### config.mk
export PLATFORM = sky130hd
export DESIGN_NAME = lfclk_watchdog
export DESIGN_NICKNAME = d
export VERILOG_FILES = /design/src/rtl/lfclk_watchdog_pkg.sv /design/src/rtl/lfwd_regs.sv /design/src/rtl/lfwd_prescaler.sv /design/src/rtl/lfwd_counter.sv /design/src/rtl/lfwd_warn_cmp.sv /design/src/rtl/lfclk_watchdog.sv
export SDC_FILE = /design/constraint.sdc
export NUM_CORES = 1
export LEC_CHECK = 0
export ABC_AREA = 1
export BUFFER_PORTS_ARGS = -buffer_cell sky130_fd_sc_hd__buf_2
export CELL_PAD_IN_SITES_DETAIL_PLACEMENT = 2
export CELL_PAD_IN_SITES_GLOBAL_PLACEMENT = 2
export CORE_UTILIZATION = 34
export DETAILED_ROUTE_END_ITERATION = 6
export PLACE_DENSITY_LB_ADDON = 0.05
export REMOVE_ABC_BUFFERS = 1
export SLEW_MARGIN = 0
export SYNTH_ARGS = -nofsm -noshare
export SYNTH_HDL_FRONTEND = slang
export SYNTH_HIERARCHICAL = 1
export SYNTH_SLANG_ARGS = --single-unit
### constraint.sdc
create_clock -name clk -period 3.5 [get_ports clk]
set_input_delay 0.7 -clock clk [delete_from_list [all_inputs] [get_ports clk]]
set_output_delay 0.7 -clock clk [all_outputs]
set_load 0.01 [all_outputs]
### src/rtl/lfclk_watchdog_pkg.sv
package lfclk_watchdog_pkg;

   // register select codes on the write port
   typedef enum logic [1:0] {
      ADR_CFG = 2'd0,
      ADR_THR = 2'd1,
      ADR_KEY = 2'd2,
      ADR_CLR = 2'd3
   } wd_addr_e;

   // configuration word layout
   localparam int PSEL_W       = 4;
   localparam int CFG_ACT_BIT  = 4;
   localparam int CFG_EN_BIT   = 5;
   localparam int CFG_LOCK_BIT = 6;

   typedef struct packed {
      logic              lock;
      logic              en;
      logic              act_rst;
      logic [PSEL_W-1:0] psel;
   } wd_cfg_t;

endpackage

### src/rtl/lfwd_regs.sv
module lfwd_regs
   import lfclk_watchdog_pkg::*;
#(
   parameter int          CNT_W  = 8,
   parameter int          DATA_W = 16,
   parameter int          N_WARN = 2,
   parameter logic [15:0] KEY    = 16'hA5C3
) (
   input  logic                    clk,
   input  logic                    rst_n,
   input  logic                    wr_en,
   input  logic [1:0]              wr_addr,
   input  logic [DATA_W-1:0]       wr_data,
   output wd_cfg_t                 cfg,
   output logic [N_WARN*CNT_W-1:0] thr_flat,
   output logic                    refresh,
   output logic [N_WARN:0]         clr
);
   localparam int THR_W = N_WARN * CNT_W;

   logic cfg_wr, thr_wr;

   assign cfg_wr  = wr_en && (wr_addr == ADR_CFG) && !cfg.lock;
   assign thr_wr  = wr_en && (wr_addr == ADR_THR) && !cfg.lock;
   assign refresh = wr_en && (wr_addr == ADR_KEY) && (wr_data[15:0] == KEY);
   assign clr     = (wr_en && (wr_addr == ADR_CLR)) ? wr_data[N_WARN:0] : '0;

   always_ff @(posedge clk or negedge rst_n) begin
      if (!rst_n) begin
         cfg <= '0;
      end else if (cfg_wr) begin
         cfg.psel    <= wr_data[PSEL_W-1:0];
         cfg.act_rst <= wr_data[CFG_ACT_BIT];
         cfg.en      <= wr_data[CFG_EN_BIT];
         cfg.lock    <= wr_data[CFG_LOCK_BIT];
      end
   end

   always_ff @(posedge clk or negedge rst_n) begin
      if (!rst_n) begin
         thr_flat <= '1;
      end else if (thr_wr) begin
         thr_flat <= wr_data[THR_W-1:0];
      end
   end

   generate
      if (DATA_W > 16) begin : g_wide
         logic unused_hi;
         assign unused_hi = ^wr_data[DATA_W-1:16];
      end
   endgenerate

endmodule

### src/rtl/lfwd_prescaler.sv
module lfwd_prescaler #(
   parameter int PRE_W  = 12,
   parameter int PSEL_W = 4
) (
   input  logic              clk,
   input  logic              rst_n,
   input  logic              en,
   input  logic              restart,
   input  logic [PSEL_W-1:0] psel,
   output logic              tick
);
   logic [PRE_W-1:0] pre_q;
   logic [PSEL_W-1:0] n_eff;
   logic [PRE_W:0]    one_sh;
   logic [PRE_W-1:0]  mask;

   // selections above the stage depth saturate at full division
   assign n_eff  = (psel > PSEL_W'(PRE_W)) ? PSEL_W'(PRE_W) : psel;
   assign one_sh = (PRE_W+1)'(1) << n_eff;
   assign mask   = one_sh[PRE_W-1:0] - PRE_W'(1);
   assign tick   = en && ((pre_q & mask) == mask);

   always_ff @(posedge clk or negedge rst_n) begin
      if (!rst_n) begin
         pre_q <= '0;
      end else if (restart) begin
         pre_q <= '0;
      end else if (en) begin
         pre_q <= pre_q + PRE_W'(1);
      end
   end

endmodule

### src/rtl/lfwd_counter.sv
module lfwd_counter #(
   parameter int CNT_W = 8
) (
   input  logic             clk,
   input  logic             rst_n,
   input  logic             tick,
   input  logic             reload,
   output logic [CNT_W-1:0] cnt,
   output logic             underflow,
   output logic             step_dn
);
   localparam logic [CNT_W-1:0] TOP = '1;

   logic at_zero;

   assign at_zero   = (cnt == '0);
   assign underflow = tick && !reload && at_zero;
   assign step_dn   = tick && !reload && !at_zero;

   always_ff @(posedge clk or negedge rst_n) begin
      if (!rst_n) begin
         cnt <= TOP;
      end else if (reload || underflow) begin
         cnt <= TOP;
      end else if (step_dn) begin
         cnt <= cnt - CNT_W'(1);
      end
   end

endmodule

### src/rtl/lfwd_warn_cmp.sv
module lfwd_warn_cmp #(
   parameter int CNT_W = 8
) (
   input  logic             clk,
   input  logic             rst_n,
   input  logic             step_dn,
   input  logic [CNT_W-1:0] cnt,
   input  logic [CNT_W-1:0] thr,
   input  logic             clr,
   output logic             flag
);
   logic hit;

   // compare the value the counter is about to take
   assign hit = step_dn && ((cnt - CNT_W'(1)) == thr);

   always_ff @(posedge clk or negedge rst_n) begin
      if (!rst_n) begin
         flag <= 1'b0;
      end else begin
         flag <= (flag && !clr) || hit;
      end
   end

endmodule

### src/rtl/lfclk_watchdog.sv
module lfclk_watchdog
   import lfclk_watchdog_pkg::*;
#(
   parameter int          CNT_W  = 8,
   parameter int          PRE_W  = 12,
   parameter int          DATA_W = 16,
   parameter int          N_WARN = 2,
   parameter logic [15:0] KEY    = 16'hA5C3
) (
   input  logic              clk,
   input  logic              rst_n,
   input  logic              wr_en,
   input  logic [1:0]        wr_addr,
   input  logic [DATA_W-1:0] wr_data,
   output logic              rst_req,
   output logic              irq_underflow,
   output logic [N_WARN-1:0] irq_warn,
   output logic [CNT_W-1:0]  count
);
   localparam int THR_W = N_WARN * CNT_W;

   generate
      if (DATA_W < 16) begin : g_chk_data
         $error("DATA_W must hold the 16-bit refresh key");
      end
      if (THR_W > DATA_W) begin : g_chk_thr
         $error("thresholds do not fit in one write word");
      end
      if (N_WARN < 1 || N_WARN + 1 > DATA_W) begin : g_chk_warn
         $error("N_WARN out of range");
      end
      if (PRE_W < 1 || $clog2(PRE_W + 1) > PSEL_W) begin : g_chk_pre
         $error("PRE_W not selectable by the psel field");
      end
      if (CNT_W < 2) begin : g_chk_cnt
         $error("CNT_W too small");
      end
   endgenerate

   wd_cfg_t            cfg;
   logic [THR_W-1:0]   thr_flat;
   logic               refresh;
   logic [N_WARN:0]    clr;
   logic               tick, underflow, step_dn;
   logic               cfg_en, cfg_act, cfg_lock;

   assign cfg_en   = cfg.en;
   assign cfg_act  = cfg.act_rst;
   assign cfg_lock = cfg.lock;

   lfwd_regs #(
      .CNT_W (CNT_W),
      .DATA_W(DATA_W),
      .N_WARN(N_WARN),
      .KEY   (KEY)
   ) regs_i (
      .clk     (clk),
      .rst_n   (rst_n),
      .wr_en   (wr_en),
      .wr_addr (wr_addr),
      .wr_data (wr_data),
      .cfg     (cfg),
      .thr_flat(thr_flat),
      .refresh (refresh),
      .clr     (clr)
   );

   lfwd_prescaler #(
      .PRE_W (PRE_W),
      .PSEL_W(PSEL_W)
   ) pre_i (
      .clk    (clk),
      .rst_n  (rst_n),
      .en     (cfg.en),
      .restart(refresh),
      .psel   (cfg.psel),
      .tick   (tick)
   );

   lfwd_counter #(
      .CNT_W(CNT_W)
   ) cnt_i (
      .clk      (clk),
      .rst_n    (rst_n),
      .tick     (tick),
      .reload   (refresh),
      .cnt      (count),
      .underflow(underflow),
      .step_dn  (step_dn)
   );

   generate
      for (genvar w = 0; w < N_WARN; w++) begin : g_warn
         lfwd_warn_cmp #(
            .CNT_W(CNT_W)
         ) cmp_i (
            .clk    (clk),
            .rst_n  (rst_n),
            .step_dn(step_dn),
            .cnt    (count),
            .thr    (thr_flat[w*CNT_W +: CNT_W]),
            .clr    (clr[w+1]),
            .flag   (irq_warn[w])
         );
      end
   endgenerate

   always_ff @(posedge clk or negedge rst_n) begin
      if (!rst_n) begin
         rst_req       <= 1'b0;
         irq_underflow <= 1'b0;
      end else begin
         rst_req       <= underflow && cfg.act_rst;
         irq_underflow <= (irq_underflow && !clr[0]) || (underflow && !cfg.act_rst);
      end
   end

endmodule

; ---- Word level (Yosys, flattened, before mapping)
; Index checks and enable logic that the tools add are counted.
[word_totals]
regBits = 47
in_bits = 21
[classes]
addsub = 3
order_cmp = 1
eq_ne = 7
n_shift = 1
mux = 6
n_bitwise = 1
reduce_logical = 33
[op_table]
columns = op, n
row1 = 2-to-1 mux 12 bit, 2
row2 = logical AND 1 bit, 18
row3 = "== test 16 bit, second input constant", 1
row4 = == test 8 bit, 2
row5 = 2-to-1 mux 8 bit, 2
row6 = "adder 12 x 1 -> 12 bit, second input constant", 1
row7 = bitwise AND 12 bit, 1
row8 = == test 12 bit, 1
row9 = "left shift 1 x 4 -> 12 bit, first input constant", 1
row10 = "subtractor 12 x 1 -> 12 bit, second input constant", 1
row11 = zero test 8 bit, 1
row12 = "subtractor 8 x 1 -> 8 bit, second input constant", 1
row13 = zero test 1 bit, 7
row14 = "== test 2 bit, second input constant", 2
row15 = "greater-than comparator 4 bit, second input constant", 1
row16 = logical OR 1 bit, 4
row17 = 2-to-1 mux 4 bit, 1
row18 = nonzero test 2 bit, 2
row19 = 2-to-1 mux 3 bit, 1
row20 = "== test 2 x 1 -> 1 bit, second input constant", 1
row21 = zero test 2 bit, 1

; ---- Logic depth before layout (Yosys ltp)
; Gate-level depths: netlist of the first run.
[logic_depth]
word_depth = 11
ltp_mapped = 19
mapped_depth_nobuf = 19

; ---- By module
; The synthesis of the first run kept the hierarchy.
[modules_own_cells]
columns = mod, n_inst, cells_per_inst, area_each_um2, seq_area_each_um2
row1 = lfwd_regs, 1, 113, 1072.3, 595.6
row2 = lfwd_prescaler, 1, 136, 904.6, 300.3
row3 = lfwd_warn_cmp, 2, 61, 341.6, 25.0
row4 = lfwd_counter, 1, 67, 509.2, 210.2
row5 = lfclk_watchdog, 1, 9, 76.3, 50.0

; ---- Least setup slack after synthesis of the first run
; OpenSTA, ideal clock, no wires.
[synth_path]
path_kind = register to register
from = register, netlist name regs_i/cfg[2]
to = register g_warn[0].cmp_i.flag
t_arrival_ns = 2.531
t_required_ns = 3.425
setup_slack_ns = 0.894
path_stages_with_launch = 20
path_buffers = 1
synth_period_minus_slack_ns = 2.606
path_cell_list = dfrtp_1 buf_2 nor2_4 nand2_1 ha_1 inv_1 nand2_1 nand3_1 nor2_1 nand4_1 nor2_1 nand2_1 nor2_1 inv_1 nor3_1 a21boi_0 nand3_1 nor2_1 nand3_1 o21bai_2
[synth_via]
elab_chain_cells = 11
[synth_rtl]
columns = element, line
row1 = greater-than comparator 4 bit, lfwd_prescaler.sv:18  ; assign n_eff = (psel > PSEL_W'(PRE_W)) ? PSEL_W'(PRE_W) : psel;
row2 = 2-to-1 mux 4 bit *, lfwd_prescaler.sv:18
row3 = left shift 1 x 4 -> 12 bit *, lfwd_prescaler.sv:19  ; assign one_sh = (PRE_W+1)'(1) << n_eff;
row4 = subtractor 12 x 1 -> 12 bit *, lfwd_prescaler.sv:20  ; assign mask = one_sh[PRE_W-1:0] - PRE_W'(1);
row5 = bitwise AND 12 bit, lfwd_prescaler.sv:21  ; assign tick = en && ((pre_q & mask) == mask);
row6 = == test 12 bit *, lfwd_prescaler.sv:21
row7 = logical AND 1 bit *, lfwd_prescaler.sv:21
row8 = named net tick, lfclk_watchdog.sv:44  ; logic tick, underflow, step_dn;
row9 = logical AND 1 bit * (2 in series), lfwd_counter.sv:18  ; assign step_dn = tick && !reload && !at_zero;
row10 = named net step_dn, lfclk_watchdog.sv:44
row11 = logical AND 1 bit *, lfwd_warn_cmp.sv:15  ; assign hit = step_dn && ((cnt - CNT_W'(1)) == thr);
row12 = logical OR 1 bit *, lfwd_warn_cmp.sv:21  ; flag <= (flag && !clr) || hit;
row13 = "end signal, assigned", lfwd_warn_cmp.sv:21
row14 = "end, declared", lfwd_warn_cmp.sv:10  ; output logic flag
; Mark *: on every way through the listed nets, which the timed path passes. The rest lies on a longest branch.
; A chain may end at the register's enable or synchronous reset.

; ---- Final worst setup path of the first run
[layout_path]
from = register, netlist name regs_i/cfg[3]
to = register g_warn[0].cmp_i.flag
[layout_via]
elab_chain_cells = 11
[layout_rtl]
columns = element, line
row1 = greater-than comparator 4 bit, lfwd_prescaler.sv:18
row2 = 2-to-1 mux 4 bit *, lfwd_prescaler.sv:18
row3 = left shift 1 x 4 -> 12 bit *, lfwd_prescaler.sv:19
row4 = subtractor 12 x 1 -> 12 bit *, lfwd_prescaler.sv:20
row5 = bitwise AND 12 bit, lfwd_prescaler.sv:21
row6 = == test 12 bit *, lfwd_prescaler.sv:21
row7 = logical AND 1 bit *, lfwd_prescaler.sv:21
row8 = named net tick, lfclk_watchdog.sv:44
row9 = logical AND 1 bit * (2 in series), lfwd_counter.sv:18
row10 = named net step_dn, lfclk_watchdog.sv:44
row11 = logical AND 1 bit *, lfwd_warn_cmp.sv:15
row12 = logical OR 1 bit *, lfwd_warn_cmp.sv:21
; Marked as above.

==> results of run 1 <==
-- where the power goes --
group          internal [mW]  switching (mW)  leakage (nW)  total, mW
logic                  0.436           0.677          1.24       1.11
clock network          0.162           0.199        0.0484      0.361
registers              0.767           0.263         0.523       1.03
total                   1.37            1.14          1.82       2.50
-- cells in the final DEF, fill, tap and decap left out, drive strengths merged --
cell type  synthesis  routed
buf                4      34
xnor2             10      10
xor2               6       6
a21boi             2       2
dfrtp             23      23
a21oi             11      11
a211oi             1       1
clkinv             0       1
nor3b              1       1
dfstp             24      24
nand2            132     132
or2                2       2
inv               70      70
a221oi             1       1
o21bai             3       3
ha                 6       6
o21a               1       1
o21ai             28      28
nand3             43      43
nand3b             3       3
nor2              61      61
nand4              9       9
clkbuf             0       7
nor3               6       6
-- flip-flops by register name (all words and copies together), names as in the netlist --
signal	flops
rst_req	1
regs_i/cfg	7
cnt_i/cnt	8
pre_i/pre_q	12
irq_underflow	1
regs_i/thr_flat	16
g_warn.cmp_i/flag	2
-- how the worst min path moves through the flow --
stage          slack (ns)              endpoint  cells past startpoint             from
2_1_floorplan        0.40  g_warn[0].cmp_i/flag                      0            rst_n
3_3_place_gp         0.43       pre_i/pre_q[11]                      1  pre_i/pre_q[11]
3_5_place_dp         0.43       pre_i/pre_q[11]                      1  pre_i/pre_q[11]
4_1_cts              0.45       pre_i/pre_q[11]                      1  pre_i/pre_q[11]
5_1_grt              0.47       pre_i/pre_q[11]                      1  pre_i/pre_q[11]
6_report             0.44       pre_i/pre_q[11]                      1  pre_i/pre_q[11]
-- kinds of logic after synthesis --
| family | synth area share |
|---|---|
| AND/OR/NAND/NOR | 0.3624 |
| buffers and inverters | 0.09290 |
| AO/OA/AOI/OAI | 0.1022 |
| flip-flops | 0.3716 |
| XOR/XNOR | 0.04780 |
| adder cells (fa/ha/maj) | 0.02313 |
-- layout make-up --
| class | instances | area share |
|---|---|---|
| sequential | 47 | 0.3313 |
| tap | 129 | 0.04433 |
| timing repair buffer | 34 | 0.04811 |
| clock buffer | 7 | 0.02371 |
| multi-input combinational | 326 | 0.4780 |
| clock inverter | 1 | 0.002405 |
| inverter | 70 | 0.07216 |
-- timing repair --
action                                  CTS  global route
hold buffers                              0             0
gates resized for setup                   0             1
endpoints found under the setup margin    0             1
-- metal layers --
metal / GRT usage / up-vias
li1: - / 1482
met1: 0.2488 / 1468
met2: 0.4080 / 20
met3: 0.02108 / 9
met4: 0.05656 / 0
met5: 0 / -
==> results_dict.tcl, run 1 <==
set metrics [dict create \
    critPathLaunch "regs_i/cfg[3]" \
    power_density_nw_per_um2 687.5 \
    route.detailed.drc 0 \
    wl_mm 9.709 \
    final.setup_skew_ns 0.005590 \
    status "completed" \
    worstMarginPinSlew_ns 0.8508 \
    period_share 0.8735 \
    wl_met1_mm 4.218 \
    final_util 0.3940 \
    routed.top_layer "met4" \
    hold_viol 0 \
    clock_latency_ns 0.31 \
    grt_max_degree 36 \
    synth_edf_count 0 \
    wl_per_cell_microns 15.81 \
    dp.cells 606 \
    die_area_sq_um 9941 \
    die_h_microns 99.71 \
    cts_buffers 5 \
    drt_iter0_drc 44 \
    numClockSinks 47 \
    async_reset_ff_frac 1.000 \
    coreArea_sq_um 9240 \
    fin_area_sq_um 3641 \
    path_max_fanout 7 \
    rsz0062_at_grt "false" \
    die-width_microns 99.71 \
    yosysTopAreaCell "dfstp_2" \
    post_cts_buffers 0 \
    multiInputGateArea_sq_um 1740 \
    grt_use_total 0.2124 \
    netlist_area_sq_um 3246 \
    fmax_mhz 327.1 \
    antenna_found_initial 0 \
    worst-path-stages 18 \
    worstPathArrival_ns 3.30 \
    maxSlewHeadroom 0.4328 \
    reg2reg_setup_slack_ns 0.44 \
    nFillCells 1141 \
    routed-wl-met3_microns 115 \
    setup_viol 0 \
    synth-seq-area-share 0.3716 \
    routabilityCongestion 0.7720 \
    crit_family "simple AND/OR/NAND/NOR gates" \
    syn_avg_cell_area_sq_um 7.261 \
    num_antenna_cells 0 \
    final_nets 511 \
    pre_cts_ws_ns 0.4286 \
    synth-main-ff-cell "dfstp_2" \
    synthTopCellsByCount "nand2_1, inv_1, nor2_1" \
    drt_pre_antenna_iters 3 \
    ir_drop_mv 0.1987 \
    crit_type "register to register" \
    root_buffer "clkbuf_8" \
    io_pins 33 \
    clk_pin_slew_ns 0.10 \
    cp_slowest_cell "dfrtp_1" \
    final_layout_size_suffix_gt1_frac 0.2392 \
    path_buf_inv 2 \
    viasPerCell 4.852 \
    power_leakage_nw 1.815 \
    reg2reg_from "regs_i/cfg[3]" \
    place_area_sq_um 3543 \
    fin_tns_setup_ns 0 \
    r2r-end "g_warn[0].cmp_i/flag" \
    drv_cap 0 \
    regArea_sq_um 1206 \
    p_total_mw 2.503 \
    fin_ws_ns 0.4428 \
    crit_chain "nor2_4, nand2_1, ha_1, inv_1, nand2_1, nand3_1, nor2_1, nand4_1, nor2_1, nand2_1, nor2_2, inv_1, nor3_1, a21boi_0, nand3_1, nor2_1, nand3_1, o21bai_2" \
    grt_pass1_wl_mm 16.35 \
    drv_slew 0 \
    synth.most_common_cell "nand2_1" \
    synth_top_area_share 0.1943 \
    vias 2979 \
    endpoint_kind "register" \
    clock_path_buffers 2 \
    period_minus_slack_ns 3.057 \
    cts-htree-levels 2 \
    setup.worst_path.start_class "register" \
    final_cells 614 \
    r2r_cells 18 \
    grt_pass1_vias 3259 \
    synth_seq_cells 47 \
    placementRows 35 \
    syn_inst 447 \
    max_stage_delay_ns 0.49 \
    grt_overflow 0 \
    antenna_left 0 \
    io_buffer_count 32 \
    critPathCapture "g_warn[0].cmp_i/flag" \
    hp-class "register to register" \
    start_util 0.3513 \
    wl_met2_mm 5.252 \
    netlist_top_cells_area "dfstp_2, dfrtp_1, nand2_1, inv_1, nand3_1" \
    cts_tree "built" \
    hold-worst-slack_ns 0.4410 \
    hpwlAfterDp_mm 7.617 \
    areaGrowthSynthToFinish_pct 12.18 \
    worstPathRequired_ns 3.74 \
    yosysWarnings 6 \
    synth.distinct_cells 33 \
]
Note: power is estimated with default switching activity, not from simulation.
==> run 2: changes to the inputs <==
--- a/config.mk
+++ b/config.mk
@@ -9,7 +9,8 @@
 export BUFFER_PORTS_ARGS = -buffer_cell sky130_fd_sc_hd__buf_2
 export CELL_PAD_IN_SITES_DETAIL_PLACEMENT = 2
 export CELL_PAD_IN_SITES_GLOBAL_PLACEMENT = 2
-export CORE_UTILIZATION = 34
+export CORE_UTILIZATION = 31
+export CTS_CLUSTER_DIAMETER = 30
 export DETAILED_ROUTE_END_ITERATION = 6
 export PLACE_DENSITY_LB_ADDON = 0.05
 export REMOVE_ABC_BUFFERS = 1
==> constraint.sdc (replaced) <==
create_clock -name clk -period 2.55 [get_ports clk]
set_input_delay 0.51 -clock clk [delete_from_list [all_inputs] [get_ports clk]]
set_output_delay 0.51 -clock clk [all_outputs]
set_load 0.1 [all_outputs]
==> run 2 against run 1 <==
Net effect: final area increased by 6.5%; critical path depth did not move; global-route usage fell by 1.5 points.
==> results_dict.tcl, run 2 (synthesis results as in run 1) <==
set metrics [dict create \
    status "completed" \
    io_buffer_count 32 \
    setup.worst_path.start_class "register" \
    critPathCapture "g_warn[1].cmp_i/flag" \
    crit_family "simple AND/OR/NAND/NOR gates" \
    cts_tree "built" \
    grt_pass1_vias 3300 \
    rsz0062_at_grt "true" \
    final.setup_skew_ns 0.01184 \
    grt_pass1_wl_mm 16.84 \
    period_share 0.9683 \
    r2r-end "g_warn[1].cmp_i/flag" \
    nFillCells 1191 \
    final_layout_size_suffix_gt1_frac 0.3031 \
    grt_use_total 0.1971 \
    cp_slowest_cell "dfrtp_1" \
    coreArea_sq_um 9955 \
    r2r_cells 18 \
    busiest_layer "met2" \
    ir_drop_mv 0.5427 \
    start_util 0.3260 \
    largest_register_ffs 16 \
    worstPathRequired_ns 2.79 \
    clock_path_buffers 2 \
    die_h_microns 104.3 \
    power_density_nw_per_um2 1012 \
    final_cells 641 \
    endpoint_kind "register" \
    final_util 0.3894 \
    placementRows 36 \
    reg2reg_setup_slack_ns 0.08 \
    vias 3057 \
    clock_latency_ns 0.31 \
    antenna_left 0 \
    dp.cells 625 \
    grt_max_degree 37 \
    drv_slew 0 \
    fin_ws_ns 0.08083 \
    setup_viol 0 \
    reg2reg_from "regs_i/cfg[1]" \
    route.detailed.drc 0 \
    final_nets 534 \
    areaGrowthSynthToFinish_pct 19.43 \
    top_regs "regs_i/thr_flat (16), pre_i/pre_q (12), cnt_i/cnt (8)" \
    worstPathArrival_ns 2.71 \
    layout_commonest_cell "nand2_1" \
    cts_buffers 5 \
    hpwlAfterDp_mm 7.930 \
    clk_pin_slew_ns 0.09 \
    numClockSinks 47 \
    root_buffer "clkbuf_8" \
    wl_per_cell_microns 15.72 \
    drt_iter0_drc 59 \
    drt_pre_antenna_iters 4 \
    hp-class "primary input to asynchronous set/reset pin" \
    grt_overflow 0 \
    largest-register "regs_i/thr_flat" \
    period_minus_slack_ns 2.469 \
    power_leakage_nw 1.937 \
    die-width_microns 104.3 \
    antenna_found_initial 0 \
    wl_mm 10.08 \
    crit_chain "nor2_2, nand2_2, ha_4, inv_2, nand2_1, nand3_1, nor2_1, nand4_1, nor2_1, nand2_1, nor2_2, inv_2, nor3_4, a21boi_2, nand3_1, nor2_1, nand3_1, o21bai_2" \
    worstMarginPinSlew_ns 0.8859 \
    fmax_mhz 405.0 \
    routabilityCongestion 0.7729 \
    drv_cap 0 \
    grtUsageMet3 0.02632 \
    grtUsageMet1 0.2309 \
    hold-worst-slack_ns 0.3097 \
    hold_viol 0 \
    critPathLaunch "regs_i/cfg[1]" \
    pre_cts_ws_ns -0.1639 \
    io_pins 33 \
    crit_type "register to register" \
    most-common-layout-cells "nand2_1, inv_1, nand3_1" \
    die_area_sq_um 10880 \
    num_antenna_cells 0 \
    maxSlewHeadroom 0.4094 \
    worst-path-stages 18 \
    use_met2 0.3746 \
    p_total_mw 3.924 \
    path_max_fanout 3 \
    viasPerCell 4.769 \
    max_stage_delay_ns 0.42 \
    path_buf_inv 2 \
    cts-htree-levels 2 \
]
run 2: area by class of cell:
type | instances | area, sq um | share of cell area
Multi-Input combinational cell | 326 | 1797 | 0.4635
Sequential cell | 47 | 1207 | 0.3115
Timing Repair Buffer | 57 | 347.8 | 0.08974
Inverter | 70 | 262.8 | 0.06779
Tap cell | 133 | 166.4 | 0.04293
Clock buffer | 7 | 86.33 | 0.02227
Clock inverter | 1 | 8.758 | 0.002260
run 2: report_power, final:
group	switching, mW	internal [mW]	total (mW)
sequential	0.293	1.05	1.35
clock	0.272	0.223	0.495
combinational	1.33	0.757	2.08
run 2: metal layers:
layer / part of all wire / vias to the layer above
li1: - / 1528
met3: 0.015 / 6
met4: 0.0094 / 0
met5: 0 / -
met2: 0.54 / 20
met1: 0.44 / 1503
run 2: metrics by stage:
step / TNS (ns) / area (sq um)
final: 0 / 3876
after global routing: -0.4447 / 3876
after CTS: 0 / 3785
after detailed placement: -0.3238 / 3661
after global placement: 0 / 3661
after floorplan: -0.06261 / 3207
run 2: timing repair:
action | 4_1_cts | 5_1_grt
endpoints found under the setup margin | 2 | 4
resized for setup | 11 | 9
hold buffers | 0 | 0
pin swaps | 4 | 4
setup buffers | 0 | 8
run 2: how the worst min path moves through the flow:
| stage | slack, ns | end | start | cells past startpoint |
|---|---|---|---|---|
| after detailed placement | 0.45 | pre_i/pre_q[11] | pre_i/pre_q[11] | 1 |
| after global placement | 0.43 | pre_i/pre_q[11] | pre_i/pre_q[11] | 1 |
| after floorplan | 0.21 | g_warn[0].cmp_i/flag | rst_n | 0 |
| after CTS | 0.33 | pre_i/pre_q[5] | rst_n | 1 |
| final | 0.31 | pre_i/pre_q[9] | rst_n | 1 |
| after global routing | 0.36 | pre_i/pre_q[9] | rst_n | 1 |
